$ cat config.mk
export PLATFORM = sky130hd
export DESIGN_NAME = mw_eeprom_reader
export DESIGN_NICKNAME = d
export VERILOG_FILES = /design/src/rtl/mw_pkg.sv /design/src/rtl/mw_phase_timer.sv /design/src/rtl/mw_frame_unit.sv /design/src/rtl/mw_eeprom_reader.sv
export SDC_FILE = /design/constraint.sdc
export NUM_CORES = 1
export LEC_CHECK = 0
export BUFFER_PORTS_ARGS = -buffer_cell sky130_fd_sc_hd__buf_2
export CAP_MARGIN = 25
export CORE_ASPECT_RATIO = 2
export CORE_MARGIN = 4
export CORE_UTILIZATION = 50
export DETAILED_ROUTE_END_ITERATION = 10
export HOLD_SLACK_MARGIN = 0.05
export MAX_ROUTING_LAYER = met4
export PLACE_DENSITY_LB_ADDON = 0.25
export SLEW_MARGIN = 5
export SYNTH_ARGS = -nofsm -noshare
export SYNTH_HDL_FRONTEND = slang
export SYNTH_HIERARCHICAL = 1
export SYNTH_SLANG_ARGS = --single-unit
$ cat constraint.sdc
create_clock -name clk -period 4.8 [get_ports clk]
set_input_delay 0.24 -clock clk [delete_from_list [all_inputs] [get_ports clk]]
set_output_delay 0.24 -clock clk [all_outputs]
set_load 0.005 [all_outputs]
$ cat src/rtl/mw_pkg.sv
package mw_pkg;

    localparam int ADDR_W = 4;
    localparam int CMD_W  = 10;

    typedef enum logic [2:0] {
        ST_IDLE,
        ST_SEL_SETUP,
        ST_BIT_SETUP,
        ST_CLK_HIGH,
        ST_CLK_LOW,
        ST_SEL_HOLD
    } mw_state_e;

    typedef struct packed {
        logic sel;
        logic sck;
        logic mosi;
    } mw_pins_t;

    // read opcode: start bit 1 after a leading zero, then 2'b10, then padding
    function automatic logic [CMD_W-1:0] make_read_frame(input logic [ADDR_W-1:0] a);
        return {3'b011, 3'b000, a};
    endfunction

endpackage

$ cat src/rtl/mw_phase_timer.sv
module mw_phase_timer #(
    parameter int W = 8
) (
    input  logic         clk,
    input  logic         rst,
    input  logic         load,
    input  logic [W-1:0] load_val,
    output logic         expired
);
    logic [W-1:0] cnt;

    always_ff @(posedge clk) begin
        if (rst)
            cnt <= '0;
        else if (load)
            cnt <= load_val;
        else if (cnt != '0)
            cnt <= cnt - 1'b1;
    end

    assign expired = (cnt == '0);

    AST_TIMER_LOAD: assert property (@(posedge clk) disable iff (rst)
        (load && load_val != '0) |=> !expired);

endmodule

$ cat src/rtl/mw_frame_unit.sv
module mw_frame_unit
    import mw_pkg::*;
#(
    parameter int DATA_W = 16,
    parameter int IDX_W  = 5
) (
    input  logic              clk,
    input  logic              rst,
    input  logic              load,
    input  logic [ADDR_W-1:0] addr,
    input  logic [IDX_W-1:0]  idx,
    input  logic              capture,
    input  logic              ser_in,
    output logic              tx_bit,
    output logic [DATA_W-1:0] rx_word
);
    logic [CMD_W-1:0]  frame;
    logic [DATA_W-1:0] shreg;

    always_ff @(posedge clk) begin
        if (rst) begin
            frame <= '0;
            shreg <= '0;
        end else begin
            if (load)
                frame <= make_read_frame(addr);
            if (capture)
                shreg <= {shreg[DATA_W-2:0], ser_in};
        end
    end

    always_comb begin
        tx_bit = 1'b0;
        if (idx < IDX_W'(CMD_W))
            tx_bit = frame[CMD_W-1-int'(idx)];
    end

    assign rx_word = shreg;

    AST_SHIFT_IN: assert property (@(posedge clk) disable iff (rst)
        capture |=> (shreg[0] == $past(ser_in)));

endmodule

$ cat src/rtl/mw_eeprom_reader.sv
module mw_eeprom_reader
    import mw_pkg::*;
#(
    parameter int CYC_PER_US = 50,
    parameter int DATA_W     = 16
) (
    input  logic              clk,
    input  logic              rst,
    input  logic              start,
    input  logic [3:0]        addr,
    output logic              ee_sel,
    output logic              ee_clk,
    output logic              ee_mosi,
    input  logic              ee_miso,
    output logic              busy,
    output logic              done,
    output logic [DATA_W-1:0] rdata
);
    localparam int TOTAL_BITS = CMD_W + DATA_W;
    localparam int IDX_W      = $clog2(TOTAL_BITS + 1);
    localparam int TMR_W      = $clog2(2 * CYC_PER_US + 1);
    localparam logic [TMR_W-1:0] T_ONE = TMR_W'(CYC_PER_US - 1);
    localparam logic [TMR_W-1:0] T_TWO = TMR_W'(2 * CYC_PER_US - 1);
    localparam logic [IDX_W-1:0] LAST_IDX = IDX_W'(TOTAL_BITS - 1);

    mw_state_e         state;
    mw_pins_t          pins;
    logic [IDX_W-1:0]  bitcnt;
    logic [IDX_W-1:0]  nxt_idx;
    logic              tmr_load;
    logic [TMR_W-1:0]  tmr_val;
    logic              tmr_done;
    logic              frm_load;
    logic              capture;
    logic              tx_bit;
    logic [DATA_W-1:0] rx_word;
    logic              in_read;

    assign in_read = (bitcnt >= IDX_W'(CMD_W));
    assign nxt_idx = (state == ST_SEL_SETUP) ? '0 : bitcnt + 1'b1;
    assign frm_load = (state == ST_IDLE) && start;
    assign capture  = (state == ST_CLK_HIGH) && tmr_done && in_read;

    always_comb begin
        tmr_load = 1'b0;
        tmr_val  = T_ONE;
        case (state)
            ST_IDLE:      tmr_load = start;
            ST_SEL_SETUP: tmr_load = tmr_done;
            ST_BIT_SETUP: begin tmr_load = tmr_done; tmr_val = T_TWO; end
            ST_CLK_HIGH:  begin tmr_load = tmr_done; tmr_val = T_TWO; end
            ST_CLK_LOW:   tmr_load = tmr_done;
            default:      tmr_load = 1'b0;
        endcase
    end

    mw_phase_timer #(.W(TMR_W)) u_timer (
        .clk      (clk),
        .rst      (rst),
        .load     (tmr_load),
        .load_val (tmr_val),
        .expired  (tmr_done)
    );

    mw_frame_unit #(.DATA_W(DATA_W), .IDX_W(IDX_W)) u_frame (
        .clk     (clk),
        .rst     (rst),
        .load    (frm_load),
        .addr    (addr),
        .idx     (nxt_idx),
        .capture (capture),
        .ser_in  (ee_miso),
        .tx_bit  (tx_bit),
        .rx_word (rx_word)
    );

    always_ff @(posedge clk) begin
        if (rst) begin
            state  <= ST_IDLE;
            pins   <= '0;
            bitcnt <= '0;
            busy   <= 1'b0;
            done   <= 1'b0;
            rdata  <= '0;
        end else begin
            done <= 1'b0;
            case (state)
                ST_IDLE: begin
                    if (start) begin
                        pins.sel <= 1'b1;
                        busy     <= 1'b1;
                        bitcnt   <= '0;
                        state    <= ST_SEL_SETUP;
                    end
                end
                ST_SEL_SETUP: begin
                    if (tmr_done) begin
                        pins.mosi <= tx_bit;
                        bitcnt    <= '0;
                        state     <= ST_BIT_SETUP;
                    end
                end
                ST_BIT_SETUP: begin
                    if (tmr_done) begin
                        pins.sck <= 1'b1;
                        state    <= ST_CLK_HIGH;
                    end
                end
                ST_CLK_HIGH: begin
                    if (tmr_done) begin
                        pins.sck <= 1'b0;
                        state    <= ST_CLK_LOW;
                    end
                end
                ST_CLK_LOW: begin
                    if (tmr_done) begin
                        if (bitcnt == LAST_IDX) begin
                            pins.sel  <= 1'b0;
                            pins.mosi <= 1'b0;
                            state     <= ST_SEL_HOLD;
                        end else begin
                            bitcnt    <= nxt_idx;
                            pins.mosi <= tx_bit;
                            state     <= ST_BIT_SETUP;
                        end
                    end
                end
                ST_SEL_HOLD: begin
                    if (tmr_done) begin
                        done  <= 1'b1;
                        busy  <= 1'b0;
                        rdata <= rx_word;
                        state <= ST_IDLE;
                    end
                end
                default: state <= ST_IDLE;
            endcase
        end
    end

    assign ee_sel  = pins.sel;
    assign ee_clk  = pins.sck;
    assign ee_mosi = pins.mosi;

    AST_CLK_NEEDS_SEL: assert property (@(posedge clk) disable iff (rst)
        ee_clk |-> ee_sel);
    AST_MOSI_STABLE_HIGH: assert property (@(posedge clk) disable iff (rst)
        (ee_clk && $past(ee_clk)) |-> $stable(ee_mosi));
    AST_MOSI_STABLE_RISE: assert property (@(posedge clk) disable iff (rst)
        $rose(ee_clk) |-> $stable(ee_mosi));
    AST_MOSI_LOW_READ: assert property (@(posedge clk) disable iff (rst)
        (ee_clk && in_read) |-> !ee_mosi);
    AST_DONE_ONE_CYCLE: assert property (@(posedge clk) disable iff (rst)
        done |=> !done);
    AST_RDATA_HOLD: assert property (@(posedge clk) disable iff (rst)
        !done |-> $stable(rdata));
    AST_BUSY_ENDS_WITH_DONE: assert property (@(posedge clk) disable iff (rst)
        $fell(busy) |-> done);
    AST_DONE_AFTER_SEL: assert property (@(posedge clk) disable iff (rst)
        done |-> (!ee_sel && !busy));

endmodule

=== After elaboration in Yosys (flattened, before gate mapping) ===
Cells that the tools add are included.

* Reductions and logical operators: 22
* Shifts and indexed selects: 0
* Bitwise gates (word level): 1
* Equality and inequality tests: 14
* Add/subtract/negate cells: 3
* Div/mod/pow operators: 0
* Multiply operators: 0
* Multiplexer cells: 35
* Magnitude comparators: 3

{| class="wikitable"
|+ Operators with widths
! cell !! number
|-
| $lt 32x6->1 const B || 1
|-
| $mux 5 || 5
|-
| $mux 3 || 7
|-
| $mux 7 || 3
|-
| $pmux 3 s6 || 1
|-
| $ne 2x2->1 const B || 8
|-
| $pmux 5 s3 || 1
|-
| $mux 1 || 12
|-
| $pmux 1 s2 || 5
|-
| $reduce_bool 2->1 || 5
|-
| $reduce_and 3->1 || 3
|-
| $logic_not 7->1 || 1
|-
| $reduce_bool 7->1 || 1
|-
| $sub 7x1->7 const B || 1
|-
| $eq 3x2->1 const B || 2
|-
| $eq 3x3->1 const B || 2
|-
| $reduce_and 6->1 || 1
|-
| $sub 4x5->6 const A || 1
|-
| $add 5x1->5 const B || 1
|-
| $eq 5x5->1 const B || 1
|-
| $ge 5x4->1 const B || 1
|-
| $lt 5x4->1 const B || 1
|-
| $reduce_and 5->1 || 1
|-
| $bmux 1 s4 || 1
|-
| other kinds (9) || 12
|}

* Memory bits (writable): 0
* Bits in registers: 57
* Input port bits: 8
* Output and inout bits: 21
* Memory bits (read-only): 0
* Bits in latches: 0
* Logic and storage cells: 89
* Memories: 0

=== Logic depth before layout (Yosys ltp) ===
Gate-level depths: netlist (run 1).

* Depth after elaboration: 10
* Depth in mapped cells: 11
* Gate-level depth less buffers: 11

=== Cells and area by module ===
Netlist (run 1), hierarchy kept.

{| class="wikitable"
|+ By module, submodules not included
! module !! sequential area each (µm²) !! times used !! cells an instance !! area each (µm²)
|-
| mw_eeprom_reader || 580.6 || 1 || 168 || 1326.3
|-
| mw_frame_unit || 420.4 || 1 || 82 || 842.1
|-
| mw_phase_timer || 140.1 || 1 || 47 || 399.1
|}

=== Least setup slack after synthesis (run 1) ===
Ideal clock, no wire load.

* Kind: flip-flop to flip-flop
* Start: register state[0]
* End: register pins (netlist bit ee_mosi)
* Clock period less this slack: 2.433 ns
* Arrival time: 2.368 ns
* Slack: 2.367 ns
* Cell stages (with the launch flop): 10
* Data required time: 4.735 ns
* Path buffers: 0
* Library setup time: 0.065 ns
* Cell sequence: dfxtp_1 -> nor3b_1 -> nor2_1 -> inv_1 -> ha_1 -> o311a_1 -> a2111oi_2 -> a21boi_0 -> mux2i_1 -> nor2_1

* Cells in the longest elaborated chain, start to end: 10
* Elaborated cells on any way between the ends: 17
* Classes of those cells: add/sub (1); order compare (1); eq/ne (4); mux (9); reduce/logical (2)

{| class="wikitable"
|+ Ends and longest elaborated chain
! item !! line !! source
|-
| from (decl) || mw_eeprom_reader.sv:26 || <nowiki>mw_state_e state;</nowiki>
|-
| from (signal assigned) || mw_eeprom_reader.sv:79 || <nowiki>state <= ST_IDLE;</nowiki>
|-
| from (signal assigned) || mw_eeprom_reader.sv:93 || <nowiki>state <= ST_SEL_SETUP;</nowiki>
|-
| from (signal assigned) || mw_eeprom_reader.sv:100 || <nowiki>state <= ST_BIT_SETUP;</nowiki>
|-
| $eq 3x1->1 (*) || mw_eeprom_reader.sv:40 || <nowiki>assign nxt_idx = (state == ST_SEL_SETUP) ? '0 : bitcnt + 1'b1;</nowiki>
|-
| $mux 5 (*) || mw_eeprom_reader.sv:40 ||
|-
| net nxt_idx[1] || mw_eeprom_reader.sv:29 || <nowiki>logic [IDX_W-1:0] nxt_idx;</nowiki>
|-
| $sub 4x5->6 || mw_frame_unit.sv:35 || <nowiki>tx_bit = frame[CMD_W-1-int'(idx)];</nowiki>
|-
| $bmux 1 s4 || mw_frame_unit.sv:35 ||
|-
| $mux 1 (not written as such) (2 in a row) || mw_frame_unit.sv:35 ||
|-
| $mux 1 (*) || mw_frame_unit.sv:34 || <nowiki>if (idx < IDX_W'(CMD_W))</nowiki>
|-
| net tx_bit || mw_eeprom_reader.sv:35 || <nowiki>logic tx_bit;</nowiki>
|-
| $mux 1 || mw_eeprom_reader.sv:117 || <nowiki>if (bitcnt == LAST_IDX) begin</nowiki>
|-
| $mux 1 || mw_eeprom_reader.sv:116 || <nowiki>if (tmr_done) begin</nowiki>
|-
| $pmux 1 s2 (*) || mw_eeprom_reader.sv:87 || <nowiki>case (state)</nowiki>
|-
| to (decl) || mw_eeprom_reader.sv:27 || <nowiki>mw_pins_t pins;</nowiki>
|}

The timed path passes the listed nets; every way through them passes the cells marked *. The select of a mux whose other input is x is not followed.
A chain may end at the register's enable or synchronous reset.

=== Worst setup path in the final report (run 1) ===
Ends and elaborated chain as after synthesis.

==> results of run 1 <==
[cells in the final DEF (no fill, tap or decap), types with 5 or more instances in the layout]
master / n
o21ai_0: 5
clkbuf_8: 9
dfxtp_1: 57
mux2i_1: 26
nand2_1: 42
a21oi_1: 27
xnor2_1: 6
inv_1: 7
or3_1: 7
buf_2: 28
nor2_1: 41
o22ai_1: 6
ha_1: 7
[critical path: cells and delay by family, from the launching register on]
kind,cells,cell delay (ns)
AO/OA/AOI/OAI,3,0.90
AND/OR/NAND/NOR,3,0.85
buffers and inverters,1,0.15
multiplexers,1,0.09
flip-flops,1,0.61
adder cells (fa/ha/maj),1,0.28
[layer usage]
metal	share of wire	global-route usage
met4	0.025	0.0972
met5	0	-
met3	0.034	0.0494
met1	0.40	0.179
met2	0.54	0.341
[sequential cells by signal, indices dropped and copies added, names as in the netlist]
name,cells
u_frame/rx_word,16
bitcnt,5
done,1
u_frame/frame,5
busy,1
ee_sel,1
ee_clk,1
state,3
rdata,16
u_timer/cnt,7
ee_mosi,1
[cell families (layout without fill, tap and decap cells)]
logic type	Yosys count	after routing	synth area share
and+or+nand+nor	117	117	0.215
DFF	57	57	0.444
AOI/OAI and AO/OA	50	50	0.118
muxes	27	27	0.106
buffers and inverters	27	54	0.0458
xor gates and xnor gates	10	10	0.0341
adders and majority gates	7	7	0.0341
other	2	4	0.00293
[worst paths after layout]
kind | start | to | slack (ns) | depth (start not counted)
worst max register to register | state[0]$_SDFFE_PP0P_ | ee_mosi$_SDFFE_PP0P_ | 1.86 | 9
worst min-delay path | ee_miso | u_frame/rx_word[0]$_SDFFE_PP0P_ | 0.15 | 3
worst max-delay path | state[0]$_SDFFE_PP0P_ | ee_mosi$_SDFFE_PP0P_ | 1.86 | 9
worst min register to register | rdata[13]$_SDFFE_PP0P_ | rdata[13]$_SDFFE_PP0P_ | 0.45 | 2
[metrics by stage]
| step | instance area [um^2] | instances | worst slack, ns | hold slack (ns) |
|---|---|---|---|---|
| after floorplan | 2570 | 299 | 2.37 | 0.312 |
| after global placement | 2730 | 368 | 1.96 | 0.440 |
| after detailed placement | 2730 | 368 | 1.87 | 0.443 |
| after CTS | 2900 | 383 | 1.86 | 0.139 |
| after global routing | 2900 | 383 | 1.50 | 0.153 |
| final | 2900 | 383 | 1.86 | 0.148 |
[power breakdown]
group / internal (W) / switching, W / leakage, nW
sequential: 0.000521 / 0.0000547 / 0.462
combinational: 0.000190 / 0.000211 / 0.575
clock: 0.000236 / 0.000178 / 0.0864
total: 0.000948 / 0.000444 / 1.12
[layout make-up]
cell class / instances / area, um^2 / share of cell area
Sequential cell: 57 / 1140 / 0.393
Multi-Input combinational cell: 215 / 1320 / 0.453
Inverter: 7 / 26.3 / 0.00905
Clock inverter: 3 / 42.5 / 0.0147
Tap cell: 57 / 71.3 / 0.0246
Clock buffer: 12 / 135 / 0.0466
Timing Repair Buffer: 32 / 170 / 0.0586
==> Implementation_results.wiki, run 1 <==
{| class="wikitable"
! Metric !! Value
|-
| First-pass GRT wire length || 8920 um
|-
| Synthesis-to-layout area growth || 13.1%
|-
| Dpl hpwl || 3760 um
|-
| Final period util || 0.613
|-
| Post-layout min period || slightly below 3 ns
|-
| Overall die area || about 0.0064 mm^2
|-
| Number of clock buffers inserted by TritonCTS || 9
|-
| Most area-hungry cell type in the Yosys netlist || dfxtp_1
|-
| Proportion of layout cells with a drive suffix above 1 || 0.153
|-
| Routed WL || around 5400 um
|-
| Most instantiated library cell after synthesis || dfxtp_1
|-
| Post-Syn Area per Cell || 8.64 um^2
|-
| Row Count || 36
|-
| YS warnings || 6
|-
| Crit path launch type || flop
|-
| Synthesized cell area || 0.00257 mm^2
|-
| Vias per cell || 5.36
|-
| Worst-margin pin slew || 0.764 ns
|-
| Number of diodes added for antenna fixing || 0
|-
| Number of hold buffers added after CTS || 0
|-
| Number of filler cells placed in the layout || 460
|-
| Worst path slowest cell || dfxtp_1
|-
| Aggregate negative setup slack || 0 ns
|-
| Worst-case clock buffer depth || 2
|-
| Top cells by area, synth || dfxtp_1 (44%), mux2i_1 (10%), nand2_1 (6.1%), nor2_1 (6.0%), a21oi_1 (5.3%)
|-
| Initial Util || 0.523
|-
| Max Cap Violations || 0
|-
| Initial antenna violation count || 0
|-
| Number of failing hold endpoints at the final stage || 0
|-
| Overall overflow remaining after global route || 0
|-
| Via count || 2052
|-
| Power per unit of standard cell area || 480 mW/mm^2
|-
| Violation count after the first detailed-routing iteration || 70
|-
| Worst hold path type || input port to flop
|-
| Worst Path Class, Setup || flop to flop
|-
| Post-route DRC violation count || 0
|-
| Clock transition at path regs || 0.06 ns
|-
| Total core area || around 0.0049 mm^2
|-
| Crit end category || flop
|-
| Share of the synthesized area in the top cell type || 0.444
|-
| Sequential area share after synthesis || 0.444
|-
| Crit path DAT || ~3.2 ns
|-
| Post-synthesis sequential element count || between 50 and 60
|-
| Count of nets left with antenna violations after detail routing || 0
|-
| Total of buffers placed on input and output ports || 28
|-
| # H-tree levels || 3
|-
| Proportion of synthesized flip-flops having asynchronous set or reset || 0
|-
| Width of the die || 58.7 um
|-
| Leakage power figure || 1.12 nW
|-
| Fmax || 340 MHz
|-
| Utilization after layout || 0.591
|-
| Final-report setup violation count || 0
|-
| Mapped Cells || roughly 300
|-
| Status || finished clean
|-
| Max VDD drop || 0.363 mV
|-
| Resized cells post-CTS || 0
|-
| Buffer count from post-CTS setup fixing || 0
|-
| Peak fanout along the critical path || 16
|-
| Final RePlAce weighted congestion || 0.874
|-
| List of most frequent post-synthesis cells || dfxtp_1 (57), nand2_1 (42), nor2_1 (41), a21oi_1 (27), mux2i_1 (26)
|-
| Final worst clock skew || 0.00746 ns
|-
| Most repeated library cell on the critical path || nor2_1
|-
| Clock latency on the worst-skew pair || 0.33 ns
|-
| Wire per inst || 14.0 um
|-
| Delay of the slowest critical-path stage || about 0.61 ns
|-
| Sinks on Clock Net || 57
|-
| Remaining max-slew budget at the tightest pin || 0.489
|-
| RSZ-0062 raised after global routing || false
|-
| Slew Viols, Final || 0
|-
| GRT Total Usage || 0.189
|-
| Layout Nets || approximately 340
|-
| Number of detailed-route iterations in the first pass || 4
|-
| Post-synth top flop || dfxtp_1
|-
| Required time of the critical path || 5.07 ns
|-
| Synth unique cells || 44
|-
| Pin count of the biggest net entering global routing || 33
|-
| Total design power || 0.00139 W
|-
| Count of flip-flops with a built-in enable after synthesis || 0
|-
| TritonCTS clock tree || done
|-
| Vertical die dimension || 109 um
|-
| I/O pin count || 29
|-
| Vias in the first global route || 2049
|-
| Cell-by-cell trace of the critical path || nor3b_1 -> nor2_1 -> inv_1 -> ha_1 -> o311a_1 -> a2111oi_2 -> a21boi_0 -> mux2i_1 -> nor2_1
|-
| Clock root buffer || clkbuf_8
|}
Power figures use the tool's default switching activity.
==> run 2, diff against run 1 <==
--- a/config.mk
+++ b/config.mk
@@ -5,6 +5,7 @@
 export SDC_FILE = /design/constraint.sdc
 export NUM_CORES = 1
 export LEC_CHECK = 0
+export ABC_AREA = 1
 export BUFFER_PORTS_ARGS = -buffer_cell sky130_fd_sc_hd__buf_2
 export CAP_MARGIN = 25
 export CORE_ASPECT_RATIO = 2
==> constraint.sdc (replaced) <==
create_clock -name clk -period 2.8 [get_ports clk]
set_input_delay 0.14 -clock clk [delete_from_list [all_inputs] [get_ports clk]]
set_output_delay 0.14 -clock clk [all_outputs]
set_load 0.005 [all_outputs]
==> run 2 against run 1 <==
Net effect:
- sequential share of layout area shrank 5.3 points
- utilization is 0.39 points lower
- highest routed layer unchanged
- hold slack got worse by 0.065 ns
- critical path type unchanged
- via count grew 24%
- sequential power up 88%
- flip-flop and latch count unchanged
- clock power rose to 2.6 times the previous value
- power rose to 2.6 times the previous value
- first-iteration DRC count grew 51%
- clock skew is 0.0039 ns lower
- global-route usage is 1.1 points higher
==> Implementation_results.wiki, run 2 <==
{| class="wikitable"
! Metric !! Value
|-
| Status || finished clean (unchanged)
|-
| Resized cells post-CTS || 0 (unchanged)
|-
| Most area-hungry cell type in the Yosys netlist || dfxtp_1 (unchanged)
|-
| Count of nets left with antenna violations after detail routing || 0 (unchanged)
|-
| Mapped Cells || 397 (was 297)
|-
| Number of filler cells placed in the layout || 568 (was 460)
|-
| Cell depth of the worst min-delay path || 3 (unchanged)
|-
| First-pass GRT wire length || 11200 um (was 8920 um)
|-
| Number of clock buffers inserted by TritonCTS || 9 (unchanged)
|-
| Utilization after layout || 0.587 (was 0.591)
|-
| Post-Syn Area per Cell || 7.40 um^2 (was 8.64 um^2)
|-
| Final RePlAce weighted congestion || 0.900 (was 0.874)
|-
| Overall die area || 0.00724 mm^2 (was 0.00641 mm^2)
|-
| Wl on met1 || 2340 um (was 2150 um)
|-
| Number of hold buffers added after CTS || 0 (unchanged)
|-
| Crit end category || flop (unchanged)
|-
| Clock latency on the worst-skew pair || 0.32 ns (was 0.33 ns)
|-
| Dpl hpwl || 4680 um (was 3760 um)
|-
| Clock root buffer || clkbuf_16 (was clkbuf_8)
|-
| Most common cell after layout, fill and taps aside || nand2_1 (was dfxtp_1)
|-
| Peak fanout along the critical path || 9 (was 16)
|-
| Proportion of layout cells with a drive suffix above 1 || 0.189 (was 0.153)
|-
| Vias in the first global route || 2549 (was 2049)
|-
| Crit path launch type || flop (unchanged)
|-
| Post-route DRC violation count || 0 (unchanged)
|-
| Beginning of the worst register-to-register path || state[1]$_SDFFE_PP0P_ (was state[0]$_SDFFE_PP0P_)
|-
| Share of the synthesized area in the top cell type || 0.389 (was 0.444)
|-
| Final-report setup violation count || 0 (unchanged)
|-
| Critical path startpoint || state[1]$_SDFFE_PP0P_ (was state[0]$_SDFFE_PP0P_)
|-
| Buffer count from post-CTS setup fixing || 0 (unchanged)
|-
| Proportion of synthesized flip-flops having asynchronous set or reset || 0 (unchanged)
|-
| Overall overflow remaining after global route || 0 (unchanged)
|-
| Crit path DAT || 2.41 ns (was 3.21 ns)
|-
| # H-tree levels || 3 (unchanged)
|-
| Routed WL || 6320 um (was 5370 um)
|-
| TritonCTS clock tree || done (unchanged)
|-
| Width of the die || 62.2 um (was 58.7 um)
|-
| Pin count of the biggest net entering global routing || 30 (was 33)
|-
| YS warnings || 6 (unchanged)
|-
| Vertical die dimension || 116 um (was 109 um)
|-
| Required time of the critical path || 3.04 ns (was 5.07 ns)
|-
| Final worst clock skew || 0.00356 ns (was 0.00746 ns)
|-
| List of most frequent post-synthesis cells || nand2_1 (103), dfxtp_1 (57), a21oi_1 (50), nand3_1 (37), inv_1 (34) (was dfxtp_1 (57), nand2_1 (42), nor2_1 (41), a21oi_1 (27), mux2i_1 (26))
|-
| Worst Path Class, Setup || flop to flop (unchanged)
|-
| Vias per cell || 5.19 (was 5.36)
|-
| Post-route non-filler standard cell count || 490 (was 383)
|-
| Sequential area share after synthesis || 0.389 (was 0.444)
|-
| Synthesized cell area || 0.00294 mm^2 (was 0.00257 mm^2)
|-
| R2r endpoint || ee_mosi$_SDFFE_PP0P_ (unchanged)
|-
| I/O pin count || 29 (unchanged)
|-
| Reg2Reg Depth || 12 (was 9)
|-
| Total of buffers placed on input and output ports || 28 (unchanged)
|-
| Post-synthesis sequential element count || 57 (unchanged)
|-
| Synth unique cells || 34 (was 44)
|-
| WL met3 || 209 um (was 183 um)
|-
| Post-layout min period || 2.17 ns (was 2.94 ns)
|-
| Aggregate negative setup slack || 0 ns (unchanged)
|-
| Total design power || 0.00364 W (was 0.00139 W)
|-
| Clock transition at path regs || 0.05 ns (was 0.06 ns)
|-
| Worst hold path type || input port to flop (unchanged)
|-
| Worst-case clock buffer depth || 2 (unchanged)
|-
| Max VDD drop || 0.833 mV (was 0.363 mV)
|-
| Placed cell count || 475 (was 368)
|-
| Count of flip-flops with a built-in enable after synthesis || 0 (unchanged)
|-
| Most frequent cells in the layout || nand2_1 (103), dfxtp_1 (57), a21oi_1 (50), nand3_1 (37), inv_1 (34) (was dfxtp_1 (57), nand2_1 (42), nor2_1 (41), buf_2 (28), a21oi_1 (27))
|-
| Wire per inst || 12.9 um (was 14.0 um)
|-
| Routed length on met2 || 3580 um (was 2900 um)
|-
| Highest routing layer actually used || met4 (unchanged)
|-
| Post-synth top flop || dfxtp_1 (unchanged)
|-
| Final period util || 0.775 (was 0.613)
|-
| Register-to-register path setup slack || 0.63 ns (was 1.86 ns)
|-
| Violation count after the first detailed-routing iteration || 106 (was 70)
|-
| Number of diodes added for antenna fixing || 0 (unchanged)
|-
| Number of failing hold endpoints at the final stage || 0 (unchanged)
|-
| Leakage power figure || 1.49 nW (was 1.12 nW)
|-
| Synthesis-to-layout area growth || 14.2% (was 13.1%)
|-
| Initial Util || 0.514 (was 0.523)
|-
| Worst hold start || ee_miso (unchanged)
|-
| Row Count || 39 (was 36)
|-
| Power per unit of standard cell area || 1080 mW/mm^2 (was 480 mW/mm^2)
|-
| Number of detailed-route iterations in the first pass || 4 (unchanged)
|-
| Total core area || 0.00571 mm^2 (was 0.00491 mm^2)
|-
| Slew Viols, Final || 0 (unchanged)
|-
| Initial antenna violation count || 0 (unchanged)
|-
| GRT Total Usage || 0.200 (was 0.189)
|-
| Max Cap Violations || 0 (unchanged)
|-
| RSZ-0062 raised after global routing || false (unchanged)
|-
| Top cells by area, synth || dfxtp_1 (39%), nand2_1 (13%), a21oi_1 (8.5%), nand3_1 (6.3%), inv_1 (4.3%) (was dfxtp_1 (44%), mux2i_1 (10%), nand2_1 (6.1%), nor2_1 (6.0%), a21oi_1 (5.3%))
|-
| Fmax || 461 MHz (was 340 MHz)
|-
| Sinks on Clock Net || 57 (unchanged)
|-
| Via count || 2541 (was 2052)
|-
| Most instantiated library cell after synthesis || nand2_1 (was dfxtp_1)
|-
| Layout Nets || 440 (was 337)
|-
| Hold endpoint || u_frame/rx_word[0]$_SDFFE_PP0P_ (unchanged)
|}
run 2: logic make-up (layout without fill, tap and decap cells):
kind of cell	after synthesis	in the layout	synth area share
AOI/OAI and AO/OA	70	70	0.129
xor gates and xnor gates	6	6	0.0230
adders and majority gates	7	7	0.0298
buffers and inverters	59	89	0.104
DFF	57	57	0.389
other	2	4	0.00256
and+or+nand+nor	196	196	0.323
run 2: power by group:
group	internal [W]	switching, W	total, W
Sequential	0.000934	0.000149	0.00108
Combinational	0.000525	0.000953	0.00148
Clock	0.000727	0.000348	0.00108
run 2: metal layers:
| metal | vias up | global-route usage |
|---|---|---|
| met4 | 0 | 0.129 |
| met1 | 1160 | 0.180 |
| li1 | 1321 | - |
| met5 | - | - |
| met3 | 16 | 0.0491 |
| met2 | 44 | 0.364 |
run 2: per-stage QoR:
step / worst slack, ns / hold WS (ns) / cell area [um^2]
2_1_floorplan: 0.870 / 0.202 / 2940
3_3_place_gp: 0.756 / 0.410 / 3060
3_5_place_dp: 0.660 / 0.424 / 3060
4_1_cts: 0.628 / 0.0762 / 3350
5_1_grt: 0.331 / 0.0926 / 3350
6_report: 0.630 / 0.0823 / 3350
run 2: worst max-delay path: stages (launching register included):
cell      delay, ns
dfxtp_1        0.60
inv_2          0.10
nand3_2        0.17
nand2_1        0.07
inv_1          0.09
inv_1          0.08
ha_1           0.32
nand3_1        0.08
nor2_1         0.10
nor2_1         0.07
a21oi_2        0.14
nand2_1        0.06
a211oi_1       0.20
run 2: area by class of cell:
cell class / instances / area, um^2 / share of cell area
clock buffers: 12 / 256 / 0.0765
clock inverters: 3 / 40.0 / 0.0119
inverters: 42 / 168 / 0.0500
multi-input cells: 283 / 1500 / 0.448
flip-flops and latches: 57 / 1140 / 0.340
well taps: 61 / 76.3 / 0.0228
repair buffers: 32 / 170 / 0.0507
run 2: worst max-delay path by stage:
stage	endpoint	slack (ns)	cells after the start
final	ee_mosi$_SDFFE_PP0P_	0.63	12
after global routing	ee_mosi$_SDFFE_PP0P_	0.33	12
after CTS	ee_mosi$_SDFFE_PP0P_	0.63	12
after detailed placement	ee_mosi$_SDFFE_PP0P_	0.66	12
after global placement	ee_mosi$_SDFFE_PP0P_	0.76	12
after floorplan	ee_mosi$_SDFFE_PP0P_	0.87	13
==> run 3, diff against run 2 <==
--- a/config.mk
+++ b/config.mk
@@ -5,7 +5,7 @@
 export SDC_FILE = /design/constraint.sdc
 export NUM_CORES = 1
 export LEC_CHECK = 0
-export ABC_AREA = 1
+export ABC_AREA = 0
 export BUFFER_PORTS_ARGS = -buffer_cell sky130_fd_sc_hd__buf_2
 export CAP_MARGIN = 25
 export CORE_ASPECT_RATIO = 2
==> constraint.sdc (replaced) <==
create_clock -name clk -period 1.9 [get_ports clk]
set_input_delay 0.095 -clock clk [delete_from_list [all_inputs] [get_ports clk]]
set_output_delay 0.095 -clock clk [all_outputs]
set_load 0.005 [all_outputs]
==> run 3 against run 2 <==
Net effect:
- the run now ends with negative setup slack left
- wire length is 0.14% lower
- register-to-register slack worse by 0.85 ns
- flip-flop and latch count stayed put
- utilization is 12 points higher
- final area is 3.5% higher
- critical path type unchanged
- sequential share of layout area is 0.86 points lower
- clock-buffer cell count is 1 lower
- die area is 11% lower
==> Implementation_results.wiki, run 3 (synthesized netlist as in run 1, its figures left out) <==
{| class="wikitable"
! Metric !! Value
|-
| Number of detailed-route iterations in the first pass || 4 (unchanged)
|-
| Count of buffering cells on the critical path with inverters included || 1 (was 3)
|-
| Proportion of layout cells with a drive suffix above 1 || 0.308 (was 0.189)
|-
| GRT Total Usage || 0.222 (was 0.200)
|-
| Leakage power figure || 1.40 nW (was 1.49 nW)
|-
| Routed WL || 6310 um (was 6320 um)
|-
| Fmax || 471 MHz (was 461 MHz)
|-
| Final RePlAce weighted congestion || 0.817 (was 0.900)
|-
| Worst-case clock buffer depth || 2 (unchanged)
|-
| Width of the die || 58.7 um (was 62.2 um)
|-
| Dpl hpwl || 4180 um (was 4680 um)
|-
| Initial antenna violation count || 0 (unchanged)
|-
| Worst-margin pin slew || 0.556 ns
|-
| Post-route non-filler standard cell count || 427 (was 490)
|-
| Slew Viols, Final || 0 (unchanged)
|-
| Violations in the final reports || negative setup slack
|-
| Max Cap Violations || 0 (unchanged)
|-
| Required time of the critical path || 2.18 ns (was 3.04 ns)
|-
| RSZ-0062 raised after global routing || true (was false)
|-
| Max VDD drop || 1.03 mV (was 0.833 mV)
|-
| First-pass GRT wire length || 10400 um (was 11200 um)
|-
| Crit end category || flop (unchanged)
|-
| Clock root buffer || clkbuf_8 (was clkbuf_16)
|-
| Final period util || 1.12 (was 0.775)
|-
| Synthesis-to-layout area growth || 35.2% (was 14.2%)
|-
| Final worst clock skew || 0.00683 ns (was 0.00356 ns)
|-
| Clock transition at path regs || 0.07 ns (was 0.05 ns)
|-
| Violation count after the first detailed-routing iteration || 45 (was 106)
|-
| # H-tree levels || 3 (unchanged)
|-
| Crit path launch type || flop (unchanged)
|-
| Placed cell count || 399 (was 475)
|-
| Overall die area || 0.00641 mm^2 (was 0.00724 mm^2)
|-
| Worst path slowest cell || dfxtp_2 (was dfxtp_1)
|-
| Via count || 2255 (was 2541)
|-
| Vertical die dimension || 109 um (was 116 um)
|-
| Register-to-register path setup slack || -0.22 ns (was 0.63 ns)
|-
| Cell-by-cell trace of the critical path || ha_4 -> xnor2_1 -> nor2_1 -> inv_1 -> ha_4 -> nand4b_1 -> o311a_1 -> a2111oi_2 -> a21boi_2 -> mux2i_1 -> nor2_1 (was inv_2 -> nand3_2 -> nand2_1 -> inv_1 -> inv_1 -> ha_1 -> nand3_1 -> nor2_1 -> nor2_1 -> a21oi_2 -> nand2_1 -> a211oi_1)
|-
| Sinks on Clock Net || 57 (unchanged)
|-
| Remaining max-slew budget at the tightest pin || 0.629
|-
| Final worst setup slack || -0.225 ns (was 0.630 ns)
|-
| I/O pin count || 29 (unchanged)
|-
| Pin count of the biggest net entering global routing || 58 (was 30)
|-
| WL met3 || 174 um (was 209 um)
|-
| Most common cell after layout, fill and taps aside || dfxtp_1 (was nand2_1)
|-
| Final-report setup violation count || 4 (was 0)
|-
| Post-layout min period || 2.12 ns (was 2.17 ns)
|-
| Number of clock buffers inserted by TritonCTS || 9 (unchanged)
|-
| Total of buffers placed on input and output ports || 28 (unchanged)
|-
| Vias in the first global route || 2269 (was 2549)
|-
| Post-route DRC violation count || 0 (unchanged)
|-
| Number of failing hold endpoints at the final stage || 0 (unchanged)
|-
| Clock latency on the worst-skew pair || 0.34 ns (was 0.32 ns)
|-
| Worst hold path type || input port to flop (unchanged)
|-
| Count of nets left with antenna violations after detail routing || 0 (unchanged)
|-
| Crit path DAT || 2.40 ns (was 2.41 ns)
|-
| Overall overflow remaining after global route || 0 (unchanged)
|-
| Status || finished, violations left (was finished clean)
|-
| Power per unit of standard cell area || 1290 mW/mm^2 (was 1080 mW/mm^2)
|-
| Number of diodes added for antenna fixing || 0 (unchanged)
|-
| Layout Nets || 380 (was 440)
|-
| Peak fanout along the critical path || 4 (was 9)
|-
| Worst Path Class, Setup || flop to flop (unchanged)
|-
| Cell Area, Placed || 0.00305 mm^2 (was 0.00306 mm^2)
|-
| Category of cells accounting for the largest share of critical-path delay || compound AO/OA/AOI/OAI gates (was flip-flops)
|-
| Routed length on met2 || 3540 um (was 3580 um)
|-
| Total core area || 0.00491 mm^2 (was 0.00571 mm^2)
|-
| Row Count || 36 (was 39)
|-
| Most frequent cells in the layout || dfxtp_1 (51), nand2_1 (40), nor2_1 (39), buf_4 (35), buf_2 (28) (was nand2_1 (103), dfxtp_1 (57), a21oi_1 (50), nand3_1 (37), inv_1 (34))
|-
| Highest routing layer actually used || met4 (unchanged)
|-
| Wire per inst || 14.8 um (was 12.9 um)
|-
| Final Instance Area || 0.00347 mm^2 (was 0.00335 mm^2)
|-
| TritonCTS clock tree || done (unchanged)
|-
| Delay of the slowest critical-path stage || 0.36 ns (was 0.60 ns)
|-
| Vias per cell || 5.28 (was 5.19)
|-
| Initial Util || 0.523 (was 0.514)
|-
| Wl on met1 || 2450 um (was 2340 um)
|}
[run 3: final cells by class]
class / instances / area, um^2
Inverter: 7 / 26.3
Clock inverter: 5 / 101
Sequential cell: 57 / 1150
Fill cell: 361 / 1440
Multi-Input combinational cell: 215 / 1410
Tap cell: 57 / 71.3
Clock buffer: 11 / 141
Timing Repair Buffer: 75 / 567
[run 3: where the power goes]
part           internal, W  total (W)  switching, W
Sequential         0.00132    0.00140     0.0000814
Clock             0.000905    0.00138      0.000476
Combinational     0.000900    0.00169      0.000792
[run 3: worst register-to-register path: cells and delay by family, from the launching register on]
kind            cells  cell delay (ns)
fa+ha+maj           2             0.45
xor+xnor            1             0.12
buf+inv             1             0.08
mux                 1             0.07
flops               1             0.36
compound gates      3             0.71
simple gates        3             0.28
[run 3: metal layers]
metal,vias to the layer above,global-route usage
met3,13,0.0517
li1,1143,-
met1,1060,0.221
met4,0,0.122
met2,39,0.388
met5,-,-
[run 3: timing repair]
action,in CTS,in global routing
hold endpoints to repair,5,0
hold buffers,5,0
gates cloned,0,1
setup endpoints to repair,22,43
gates resized for setup,8,12
pin swaps,4,5
setup buffers,1,5
[run 3: per-stage QoR]
| step | TNS [ns] | power [W] | setup WS [ns] | hold WS, ns | utilization |
|---|---|---|---|---|---|
| 6_report | -0.311 | 0.00448 | -0.225 | 0.170 | 0.707 |
| 5_1_grt | -0.954 | 0.00469 | -0.381 | 0.169 | 0.707 |
| 4_1_cts | -0.252 | 0.00428 | -0.221 | 0.147 | 0.686 |
| 3_5_place_dp | -0.277 | 0.00279 | -0.196 | 0.337 | 0.622 |
| 3_3_place_gp | -0.181 | 0.00276 | -0.180 | 0.328 | 0.622 |
| 2_1_floorplan | -0.172 | 0.00239 | -0.142 | 0.167 | - |
[run 3: worst paths after layout]
kind | start | depth (start not counted) | end
max reg2reg | bitcnt[1]$_SDFFE_PP0P_ | 11 | ee_mosi$_SDFFE_PP0P_
min reg2reg | rdata[7]$_SDFFE_PP0P_ | 2 | rdata[7]$_SDFFE_PP0P_
min | rst | 4 | u_timer/cnt[1]$_SDFFE_PP0P_
max | bitcnt[1]$_SDFFE_PP0P_ | 11 | ee_mosi$_SDFFE_PP0P_
